## src/rtl/sipo_pkg.sv

```systemverilog
package sipo_pkg;
  localparam int SIPO_WIDTH  = 12;
  localparam int SIPO_STAGES = 2;
endpackage

```

## src/rtl/sipo_sync.sv

```systemverilog
module sipo_sync #(
  parameter int W      = 2,
  parameter int STAGES = 2
) (
  input  logic         clk,
  input  logic         rst,
  input  logic [W-1:0] async_i,
  output logic [W-1:0] sync_o
);
  logic [STAGES-1:0][W-1:0] chain_q;

  always_ff @(posedge clk) begin
    if (rst) chain_q[0] <= '0;
    else     chain_q[0] <= async_i;
  end

  for (genvar s = 1; s < STAGES; s++) begin : g_stage
    always_ff @(posedge clk) begin
      if (rst) chain_q[s] <= '0;
      else     chain_q[s] <= chain_q[s-1];
    end
  end

  assign sync_o = chain_q[STAGES-1];
endmodule

```

## src/rtl/sipo_edge.sv

```systemverilog
module sipo_edge (
  input  logic clk,
  input  logic rst,
  input  logic sclk_i,
  output logic rise_o,
  output logic fall_o
);
  logic prev_q;

  always_ff @(posedge clk) begin
    if (rst) prev_q <= 1'b0;
    else     prev_q <= sclk_i;
  end

  assign rise_o = sclk_i & ~prev_q;
  assign fall_o = ~sclk_i & prev_q;

  assert_one_edge_R8: assert property (@(posedge clk) disable iff (rst)
    $onehot0({rise_o, fall_o}));
endmodule

```

## src/rtl/sipo_shift.sv

```systemverilog
module sipo_shift #(
  parameter int W = 12
) (
  input  logic         clk,
  input  logic         rst,
  input  logic         rise_i,
  input  logic         dat_i,
  output logic [W-1:0] chain_o
);
  logic [W-1:0] chain_q;

  always_ff @(posedge clk) begin
    if (rst)         chain_q <= '0;
    else if (rise_i) chain_q <= {chain_q[W-2:0], dat_i};
  end

  assign chain_o = chain_q;

  assert_shift_move_R2: assert property (@(posedge clk) disable iff (rst)
    rise_i |=> (chain_q[W-1:1] == $past(chain_q[W-2:0])) && (chain_q[0] == $past(dat_i)));

  assert_shift_hold_R2: assert property (@(posedge clk) disable iff (rst)
    !rise_i |=> $stable(chain_q));
endmodule

```

## src/rtl/sipo_latch.sv

```systemverilog
module sipo_latch #(
  parameter int W = 12
) (
  input  logic         clk,
  input  logic         rst,
  input  logic         fall_i,
  input  logic         dat_i,
  input  logic [W-1:0] chain_i,
  output logic [W-1:0] latch_o
);
  logic [W-1:0] latch_q;

  always_ff @(posedge clk) begin
    if (rst)                  latch_q <= '1;
    else if (fall_i && dat_i) latch_q <= chain_i;
  end

  assign latch_o = latch_q;

  assert_reset_ones_R1: assert property (@(posedge clk)
    rst |=> (latch_q == {W{1'b1}}));

  assert_strobe_load_R4: assert property (@(posedge clk) disable iff (rst)
    (fall_i && dat_i) |=> (latch_q == $past(chain_i)));

  assert_low_hold_R5: assert property (@(posedge clk) disable iff (rst)
    !(fall_i && dat_i) |=> $stable(latch_q));
endmodule

```

## src/rtl/sipo_strobe_driver.sv

```systemverilog
module sipo_strobe_driver
  import sipo_pkg::*;
#(
  parameter int WIDTH  = SIPO_WIDTH,
  parameter int STAGES = SIPO_STAGES
) (
  input  logic             clk,
  input  logic             rst,
  input  logic             ser_clk_i,
  input  logic             ser_dat_i,
  output logic [WIDTH-1:0] pull_low_o,
  output logic [WIDTH-1:0] latch_view_o
);
  logic [1:0]       sync_w;
  logic             s_clk, s_dat, rise, fall;
  logic [WIDTH-1:0] chain, latch_w;

  sipo_sync #(.W(2), .STAGES(STAGES)) u_sync (
    .clk(clk), .rst(rst), .async_i({ser_clk_i, ser_dat_i}), .sync_o(sync_w)
  );
  assign s_clk = sync_w[1];
  assign s_dat = sync_w[0];

  sipo_edge u_edge (
    .clk(clk), .rst(rst), .sclk_i(s_clk), .rise_o(rise), .fall_o(fall)
  );

  sipo_shift #(.W(WIDTH)) u_shift (
    .clk(clk), .rst(rst), .rise_i(rise), .dat_i(s_dat), .chain_o(chain)
  );

  sipo_latch #(.W(WIDTH)) u_latch (
    .clk(clk), .rst(rst), .fall_i(fall), .dat_i(s_dat), .chain_i(chain), .latch_o(latch_w)
  );

  assign latch_view_o = latch_w;
  assign pull_low_o   = ~latch_w;

  assert_quiet_R8: assert property (@(posedge clk) disable iff (rst)
    !fall |=> $stable(latch_view_o));
endmodule

```

## config.mk

```make
export PLATFORM = sky130hd
export DESIGN_NAME = sipo_strobe_driver
export DESIGN_NICKNAME = d
export VERILOG_FILES = /design/src/rtl/sipo_pkg.sv /design/src/rtl/sipo_sync.sv /design/src/rtl/sipo_edge.sv /design/src/rtl/sipo_shift.sv /design/src/rtl/sipo_latch.sv /design/src/rtl/sipo_strobe_driver.sv
export SDC_FILE = /design/constraint.sdc
export NUM_CORES = 1
export LEC_CHECK = 0
export ABC_AREA = 1
export CAP_MARGIN = 20
export CORE_MARGIN = 3
export CORE_UTILIZATION = 30
export DETAILED_ROUTE_END_ITERATION = 10
export HOLD_SLACK_MARGIN = 0.03
export PLACE_DENSITY = 0.58
export SLEW_MARGIN = 20
export SYNTH_ARGS = -nofsm -noshare
export SYNTH_HDL_FRONTEND = slang
export SYNTH_SLANG_ARGS = --single-unit
```

## constraint.sdc

```tcl
create_clock -name clk -period 1.25 [get_ports clk]
set_input_delay 0.25 -clock clk [delete_from_list [all_inputs] [get_ports clk]]
set_output_delay 0.25 -clock clk [all_outputs]
set_load 0.02 [all_outputs]
```

==> flow_results.org, run 1 <==
** Run status
- Run status :: complete, no violations

** Min path
- The min-delay analysis places its worst path in the category reg -> reg.

** Routing
- The count of nets left with antenna violations once routing finished came out at 0.
- Per-cell via count in the routed design :: ~4.4
- After detailed routing, the number of remaining DRC violations is 0.
- Summed over all layers, the routed wires come to between 2 and 2.5 mm.
- Router iterations before antenna repair :: 4
- Across all layers, the routed design uses 989 vias.
- Number of DRC markers after the initial detailed-route iteration :: 45
- Routed len/inst :: 10.5 µm

** Synth
- Cell types with the largest area share after synthesis :: sky130_fd_sc_hd__dfxtp_1 51%, sky130_fd_sc_hd__nor2_1 9.6%, sky130_fd_sc_hd__nand2_1 8.0%
- Number of library cell types mapped by synthesis :: 13
- Of the synthesized area, sequential elements account for 0.513.
- The share of synthesized area in the top cell type comes to 0.513.
- Most used flip-flop cell after synthesis :: sky130_fd_sc_hd__dfxtp_1
- Share of flip-flops with an asynchronous set or reset after synthesis :: 0
- The synthesized netlist occupies a cell area of roughly 1100 µm².
- Number of flops mapped to enable cells by yosys :: 0
- Mean instance size in the synthesized netlist :: around 7.7 µm²
- Number of warnings reported in the yosys synthesis log :: 0
- Number of storage elements in the synthesis netlist :: 29
- By count the netlist is led by 29 x sky130_fd_sc_hd__dfxtp_1, 29 x sky130_fd_sc_hd__nor2_1, 24 x sky130_fd_sc_hd__nand2_1, 17 x sky130_fd_sc_hd__inv_1, 13 x sky130_fd_sc_hd__nand3_1.
- Counting every instance in the synthesized netlist gives approximately 150.
- Synthesized net count :: 152
- Cell accounting for the most synthesized area :: sky130_fd_sc_hd__dfxtp_1

** Timing
- Fmax :: about 830 MHz
- Summed over all failing endpoints, the final setup total negative slack is 0 ns.
- Unrepaired setup endpoints after global routing :: no
- The smallest clock period supported by the final layout is computed as about 1.2 ns.
- Endpoints failing hold :: 0
- Pins Over Slew Limit :: 0
- At the pin with the least slew margin, the transition time is approximately 0.29 ns.
- Measured against its own limit, the worst slew margin works out to 0.807.
- Setup violations remaining at the end of the flow were counted as 0.
- Hold timing on the final database bottoms out at a slack of 0.407 ns.
- Of the available clock period, the critical path in the final layout requires 0.960.
- On the final layout, the worst clock skew is 0.00398 ns.

** Cells and area
- Of the cells placed in the final design, the portion with a size suffix greater than 1 is 0.144.
- Final core utilization :: 0.439
- Nets@finish :: ~180
- Synth-to-layout area growth :: 35.4%
- The repair_antennas step left the layout with diodes totalling 0.

** Critical path
- The critical path in this run is classified as reg -> out.
- Critical path startpoint category :: register
- In this design, the stage delay of the slowest critical-path cell is between 0.3 and 0.4 ns.
- Cell with the largest stage delay on the worst path :: sky130_fd_sc_hd__dfxtp_1
- Data required time at the worst endpoint :: 1.00 ns
- Of all nets on the critical path, the largest fanout is 3.
- Nature of the critical path endpoint :: primary output
- Arrival time reported for the critical path endpoint :: approximately 0.95 ns
- Walking the worst path, the cells encountered are inv_1 > clkdlybuf4s15_1.

** Flow run
- Total of max-cap violations :: 0

** Clocking
- After clock tree synthesis, the setup repair step added 0 buffers.
- Htree depth :: 2
- Clock net sink count :: 29
- Clk root buf :: sky130_fd_sc_hd__clkbuf_8
- TritonCTS clock tree :: built
- Clock-pin slew was measured on the worst setup and hold paths at approximately 0.060 ns.
- The clock passes through at most 2 buffers.
- Counting the buffers created by CTS gives 5.
- Later-pin clock latency in the skew report :: ~0.28 ns

** Placement
- Input/output buffers :: 27
- Final HPWL from detailed placement :: between 1.5 and 2 mm
- Final Wtd Congestion :: between 0.7 and 0.8

** Global routing
- Global Route Usage Sum :: 0.124
- Number of global-route vias before repair :: a little over 900
- Maximum number of pins on one net before global-route repair :: 25
- The first global-routing pass estimated ~4 mm of wire.
- The number of antenna violations at the first check in global routing was 0.
- Summed over all layers, the global routing overflow is 0.

** Floorplanning
- Area of the placeable core :: roughly 3500 µm²
- The floorplan step defined a die boundary enclosing between 4000 and 5000 µm².
- Standard-cell row count :: 21
- The initial utilization of the core area, before any placement, comes to 0.324.
- Vertical die dimension :: between 60 and 70 µm
- During I/O placement, the number of pins put on the boundary was 28.
- Measured along the x axis, the die boundary spans 67.4 µm.

** Power and ir drop
- For this design the ratio of total power to cell area is around 1200 nW/µm².
- In this run the static leakage power is a little under 0.8 nW.
- IR analysis of the VDD net gives a maximum drop of roughly 0.64 mV.
cell type report:
cell class | count | area (µm²)
clock buffer | 7 | 86.3
fill | 361 | 1960
inverter | 19 | 71.3
multi-input combinational | 91 | 440
sequential | 29 | 583
tap | 46 | 57.6
timing repair buffer | 34 | 294
layer usage:
metal	vias to the layer above	routed length (µm)	global-route usage
li1	530	-	-
met1	429	1050	0.128
met2	26	1090	0.204
met3	4	155	0.0549
met4	0	68	0.0835
met5	-	0	0
logic make-up (layout without fill, tap and decap cells):
kind of cell | Yosys count | in the layout | share of synthesized area
flip-flops | 29 | 29 | 0.513
AND/OR/NAND/NOR | 91 | 91 | 0.385
buffers and inverters | 28 | 60 | 0.103
through the flow:
step | setup slack, ns | cell area (µm²) | instances | power [mW]
2_1_floorplan | 0.320 | 1130 | 148 | 1.08
3_3_place_gp | 0.0612 | 1480 | 219 | 1.13
3_5_place_dp | 0.0434 | 1480 | 219 | 1.13
4_1_cts | 0.00351 | 1540 | 226 | 1.89
5_1_grt | 0.00107 | 1530 | 226 | 1.97
6_report | 0.0499 | 1530 | 226 | 1.86
timing repair:
| action | CTS | global route |
|---|---|---|
| hold endpoints to repair | 0 | 0 |
| hold buffers | 0 | 0 |
| gates resized for setup | 25 | 33 |
| pin swaps | 0 | 0 |
| endpoints found under the setup margin | 24 | 25 |
path summary, 6_finish.rpt:
| check | from | end | slack, ns | cells after the start |
|---|---|---|---|---|
| min | u_sync.chain_q[0] | u_sync.sync_o[0] | 0.41 | 2 |
| max | u_latch.latch_o[1] | pull_low_o[1] | 0.05 | 2 |
| min reg2reg | u_sync.chain_q[0] | u_sync.sync_o[0] | 0.41 | 2 |
| max reg2reg | u_edge.prev_q | u_latch.latch_o[7] | 0.21 | 4 |
power by group:
part	leakage (nW)	switching, mW	total [mW]	internal (mW)
sequential	0.236	0.0195	0.974	0.954
clock	0.0443	0.317	0.752	0.435
combinational	0.508	0.0745	0.134	0.0592
flip-flops by register name, summed over array words and instances (netlist names):
name / count
u_edge.prev_q: 1
u_latch.latch_o: 12
u_shift.chain_o: 12
u_sync.chain_q: 2
u_sync.sync_o: 2
worst max-delay path: cells and delay by family, from the launching register on:
kind     cells  cell delay [ns]
flops        1             0.35
buf+inv      2             0.32
layout by cell type, fill, tap and decap left out, drive strengths merged:
master,instances
clkdlybuf4s15,15
inv,19
nand2,24
nand3b,12
nand3,13
clkdlybuf4s50,3
nor2,30
dfxtp,29
nand4,12
buf,7
clkbuf,15
dlygate4sd2,1
No activity file was read; power rests on OpenSTA's default activity.
==> run 2, diff against run 1 <==
--- a/config.mk
+++ b/config.mk
@@ -11,7 +11,7 @@
 export CORE_UTILIZATION = 30
 export DETAILED_ROUTE_END_ITERATION = 10
 export HOLD_SLACK_MARGIN = 0.03
-export PLACE_DENSITY = 0.58
+export PLACE_DENSITY = 0.63
 export SLEW_MARGIN = 20
 export SYNTH_ARGS = -nofsm -noshare
 export SYNTH_HDL_FRONTEND = slang
==> run 2 against run 1 <==
Effect of this change: core utilization down 0.64 points; non-clock buffer count unchanged; combinational power about the same; via count down 0.20%; clock skew about the same; largest cell class unchanged; power up 4.7%; final cell count up 0.44%; sequential share of layout area up 0.40 points; clock power up 12%; design area down 1.5%; die area unchanged; sequential power about the same.
==> flow_results.org, run 2 (synthesized netlist as in run 1, its figures left out) <==
** Placement
- The worst slack after detailed placement is 0.0427 ns (was 0.0434 ns).
- The count of port buffers added during placement is 27 (unchanged).
- Final Wtd Congestion :: 0.769 (was 0.724)
- Placement Cell Area :: 1480 µm² (unchanged)
- The post-DP HPWL was 1.49 mm (was 1.61 mm).

** Global routing
- The number of antenna violations at the first check in global routing came to 0 (unchanged).
- The remaining global-route overflow came to 0 (unchanged).
- Met1 layer usage reported by global route :: 0.144 (was 0.128)
- Highest-utilization routing layer at the global route stage :: met2 (unchanged)
- GR Layer Usage met2 :: 0.190 (was 0.204)
- First-pass GRT wire length :: 4.11 mm (was 4.06 mm)
- Maximum number of pins on one net before global-route repair :: 25 (unchanged)
- Global Route Usage Sum :: 0.125 (was 0.124)
- The number of global-route vias before repair was 930 (was 927).
- The met3 demand-to-capacity share in global routing was 0.0599 (was 0.0549).

** Floorplanning
- The die width was 67.4 µm (unchanged).
- Standard-cell row count :: 21 (unchanged)
- The number of top-level pins came to 28 (unchanged).
- The die height came to 67.4 µm (unchanged).
- Area of the placeable core :: 3490 µm² (unchanged)
- Die Area :: 4550 µm² (unchanged)
- The effective utilization at floorplan came to 0.324 (unchanged).

** Critical path
- CP bufs+invs :: 1 (was 2)
- Kind of cell adding the most delay to the critical path :: flip-flops (unchanged)
- The category of the critical setup timing path is reg -> out (unchanged).
- The required arrival time at the worst endpoint is 1.00 ns (about the same).
- The type of element launching the critical path is a register (unchanged).
- Nature of the critical path endpoint :: primary output (unchanged)
- Arrival time reported for the critical path endpoint :: 0.97 ns (was 0.95 ns)
- The peak per-stage delay on the critical path is 0.35 ns (about the same).
- Cell-by-cell listing of the critical path: dlygate4sd2_1 (was inv_1 > clkdlybuf4s15_1).
- The maximum fanout along the worst path is 3 (unchanged).
- The worst-path cell with the longest stage delay was sky130_fd_sc_hd__dfxtp_1 (unchanged).

** Routing
- Routed wire length :: 2.32 mm (was 2.36 mm)
- The average detailed-routed wire length per instance came to 10.2 µm (was 10.5 µm).
- Detailed-route via count :: 987 (was 989)
- The number of nets with antenna violations after detailed routing came to 0 (unchanged).
- The detailed-routing iteration count for the pre-antenna-repair pass is 4 (unchanged).
- The first-iteration detailed-routing DRC count is 26 (was 45).
- The detailed-route DRC error count was 0 (unchanged).
- The via-per-instance ratio was 4.35 (was 4.38).

** Timing
- The part of the cycle the worst path needs was 0.977 (was 0.960).
- Fmax :: 819 MHz (was 833 MHz)
- Endpoints failing hold :: 0 (unchanged)
- Unrepaired setup endpoints after global routing: yes (was no).
- Normalized max-slew margin :: 0.690 (was 0.807)
- The shortest period the worst path allows is 1.22 ns (was 1.20 ns).
- The final hold slack is 0.401 ns (was 0.407 ns).
- The number of endpoints failing setup at the final stage was 0 (unchanged).
- The final sum of negative setup slack came to 0 ns (unchanged).
- The largest clock skew in the final design came to 0.00438 ns (was 0.00398 ns).
- The number of max-slew violations in the final report came to 0 (unchanged).
- The actual slew at the worst max-slew pin came to 0.464 ns (was 0.288 ns).
- The setup slack of the critical path after layout was 0.0287 ns (was 0.0499 ns).

** Clocking
- Later-pin clock latency in the skew report :: 0.28 ns (about the same)
- TritonCTS clock tree :: built (unchanged)
- Clk root buf :: sky130_fd_sc_hd__clkbuf_8 (unchanged)
- The CTS sink count came to 29 (unchanged).
- The maximum root-to-sink buffer count came to 2 (unchanged).
- Number of setup buffers added after CTS :: 0 (unchanged)
- The hold buffer count at cts came to 0 (unchanged).
- Post_cts resized :: 26 (was 25)
- The number of buffers created by CTS was 5 (unchanged).
- Htree depth :: 2 (unchanged)
- Clock input transition at the sequential cells of the worst setup and hold paths :: 0.06 ns (about the same)

** Cells and area
- Share of final-layout standard cells stronger than drive strength 1 :: 0.177 (was 0.144)
- Highest-count cells in the layout ignoring fill and taps :: 29 x sky130_fd_sc_hd__nor2_1, 29 x sky130_fd_sc_hd__dfxtp_1, 24 x sky130_fd_sc_hd__nand2_1 (was 29 x sky130_fd_sc_hd__nor2_1, 27 x sky130_fd_sc_hd__dfxtp_1, 24 x sky130_fd_sc_hd__nand2_1)
- Count of antenna diodes in the layout :: 0 (unchanged)
- The cell area after layout was 1510 µm² (was 1530 µm²).
- The final net count is 184 (unchanged).
- The growth of design area from synthesis to finish is 33.4% (was 35.4%).

** Power and ir drop
- The maximum vdd drop was 0.626 mV (was 0.639 mV).
- The areal power density over the cells came to 1290 nW/µm² (was 1210 nW/µm²).
- Final total power :: 1.95 mW (was 1.86 mW)
- The leakage power summed over all cells came to 0.796 nW (was 0.789 nW).

** Run status
- Run status: complete, no violations (unchanged).

** Flow run
- The number of violations of the max-capacitance limit is 0 (unchanged).

** Min path
- The class of the tightest hold or removal check is reg -> reg (unchanged).
-- run 2: cell types whose count changed in the layout (fill, tap and decap cells not counted) --
| cell | before | now |
|---|---|---|
| sky130_fd_sc_hd__nor2_2 | 0 | 1 |
| sky130_fd_sc_hd__dfxtp_1 | 27 | 29 |
| sky130_fd_sc_hd__clkbuf_1 | 1 | 0 |
| sky130_fd_sc_hd__clkinv_2 | 0 | 1 |
| sky130_fd_sc_hd__clkbuf_8 | 6 | 7 |
| sky130_fd_sc_hd__clkbuf_2 | 8 | 14 |
| sky130_fd_sc_hd__clkdlybuf4s15_1 | 15 | 9 |
| sky130_fd_sc_hd__dfxtp_2 | 2 | 0 |
| sky130_fd_sc_hd__nor2_4 | 1 | 0 |
-- run 2: final timing paths --
check                           cells after the start             endpoint  slack [ns]                from
worst max-delay path                                1      latch_view_o[0]        0.03  u_latch.latch_o[0]
worst min-delay path                                2     u_sync.sync_o[0]        0.40   u_sync.chain_q[0]
worst max register to register                      5  u_shift.chain_o[11]        0.19       u_edge.prev_q
worst min register to register                      2     u_sync.sync_o[0]        0.40   u_sync.chain_q[0]
-- run 2: final cells by class --
type	count	area [µm²]
multi-input combinational	91	435
timing repair buffer	34	264
tap	46	57.6
clock buffer	7	96.3
inverter	19	71.3
fill	356	1980
clock inverter	1	5.00
sequential	29	581
-- run 2: routing by layer --
layer,vias up,wire (µm)
li1,532,-
met5,-,0
met1,430,1120
met4,0,34
met2,21,1050
met3,4,118
-- run 2: metrics by stage --
step | std cells | util
2_1_floorplan | 148 | -
3_3_place_gp | 219 | 0.424
3_5_place_dp | 219 | 0.424
4_1_cts | 227 | 0.445
5_1_grt | 227 | 0.432
6_report | 227 | 0.432
-- run 2: report_power, final --
part | leakage (nW) | switching, mW | total, mW | internal [mW]
Clock | 0.0542 | 0.346 | 0.842 | 0.496
Sequential | 0.237 | 0.0176 | 0.971 | 0.953
Combinational | 0.505 | 0.0756 | 0.134 | 0.0582
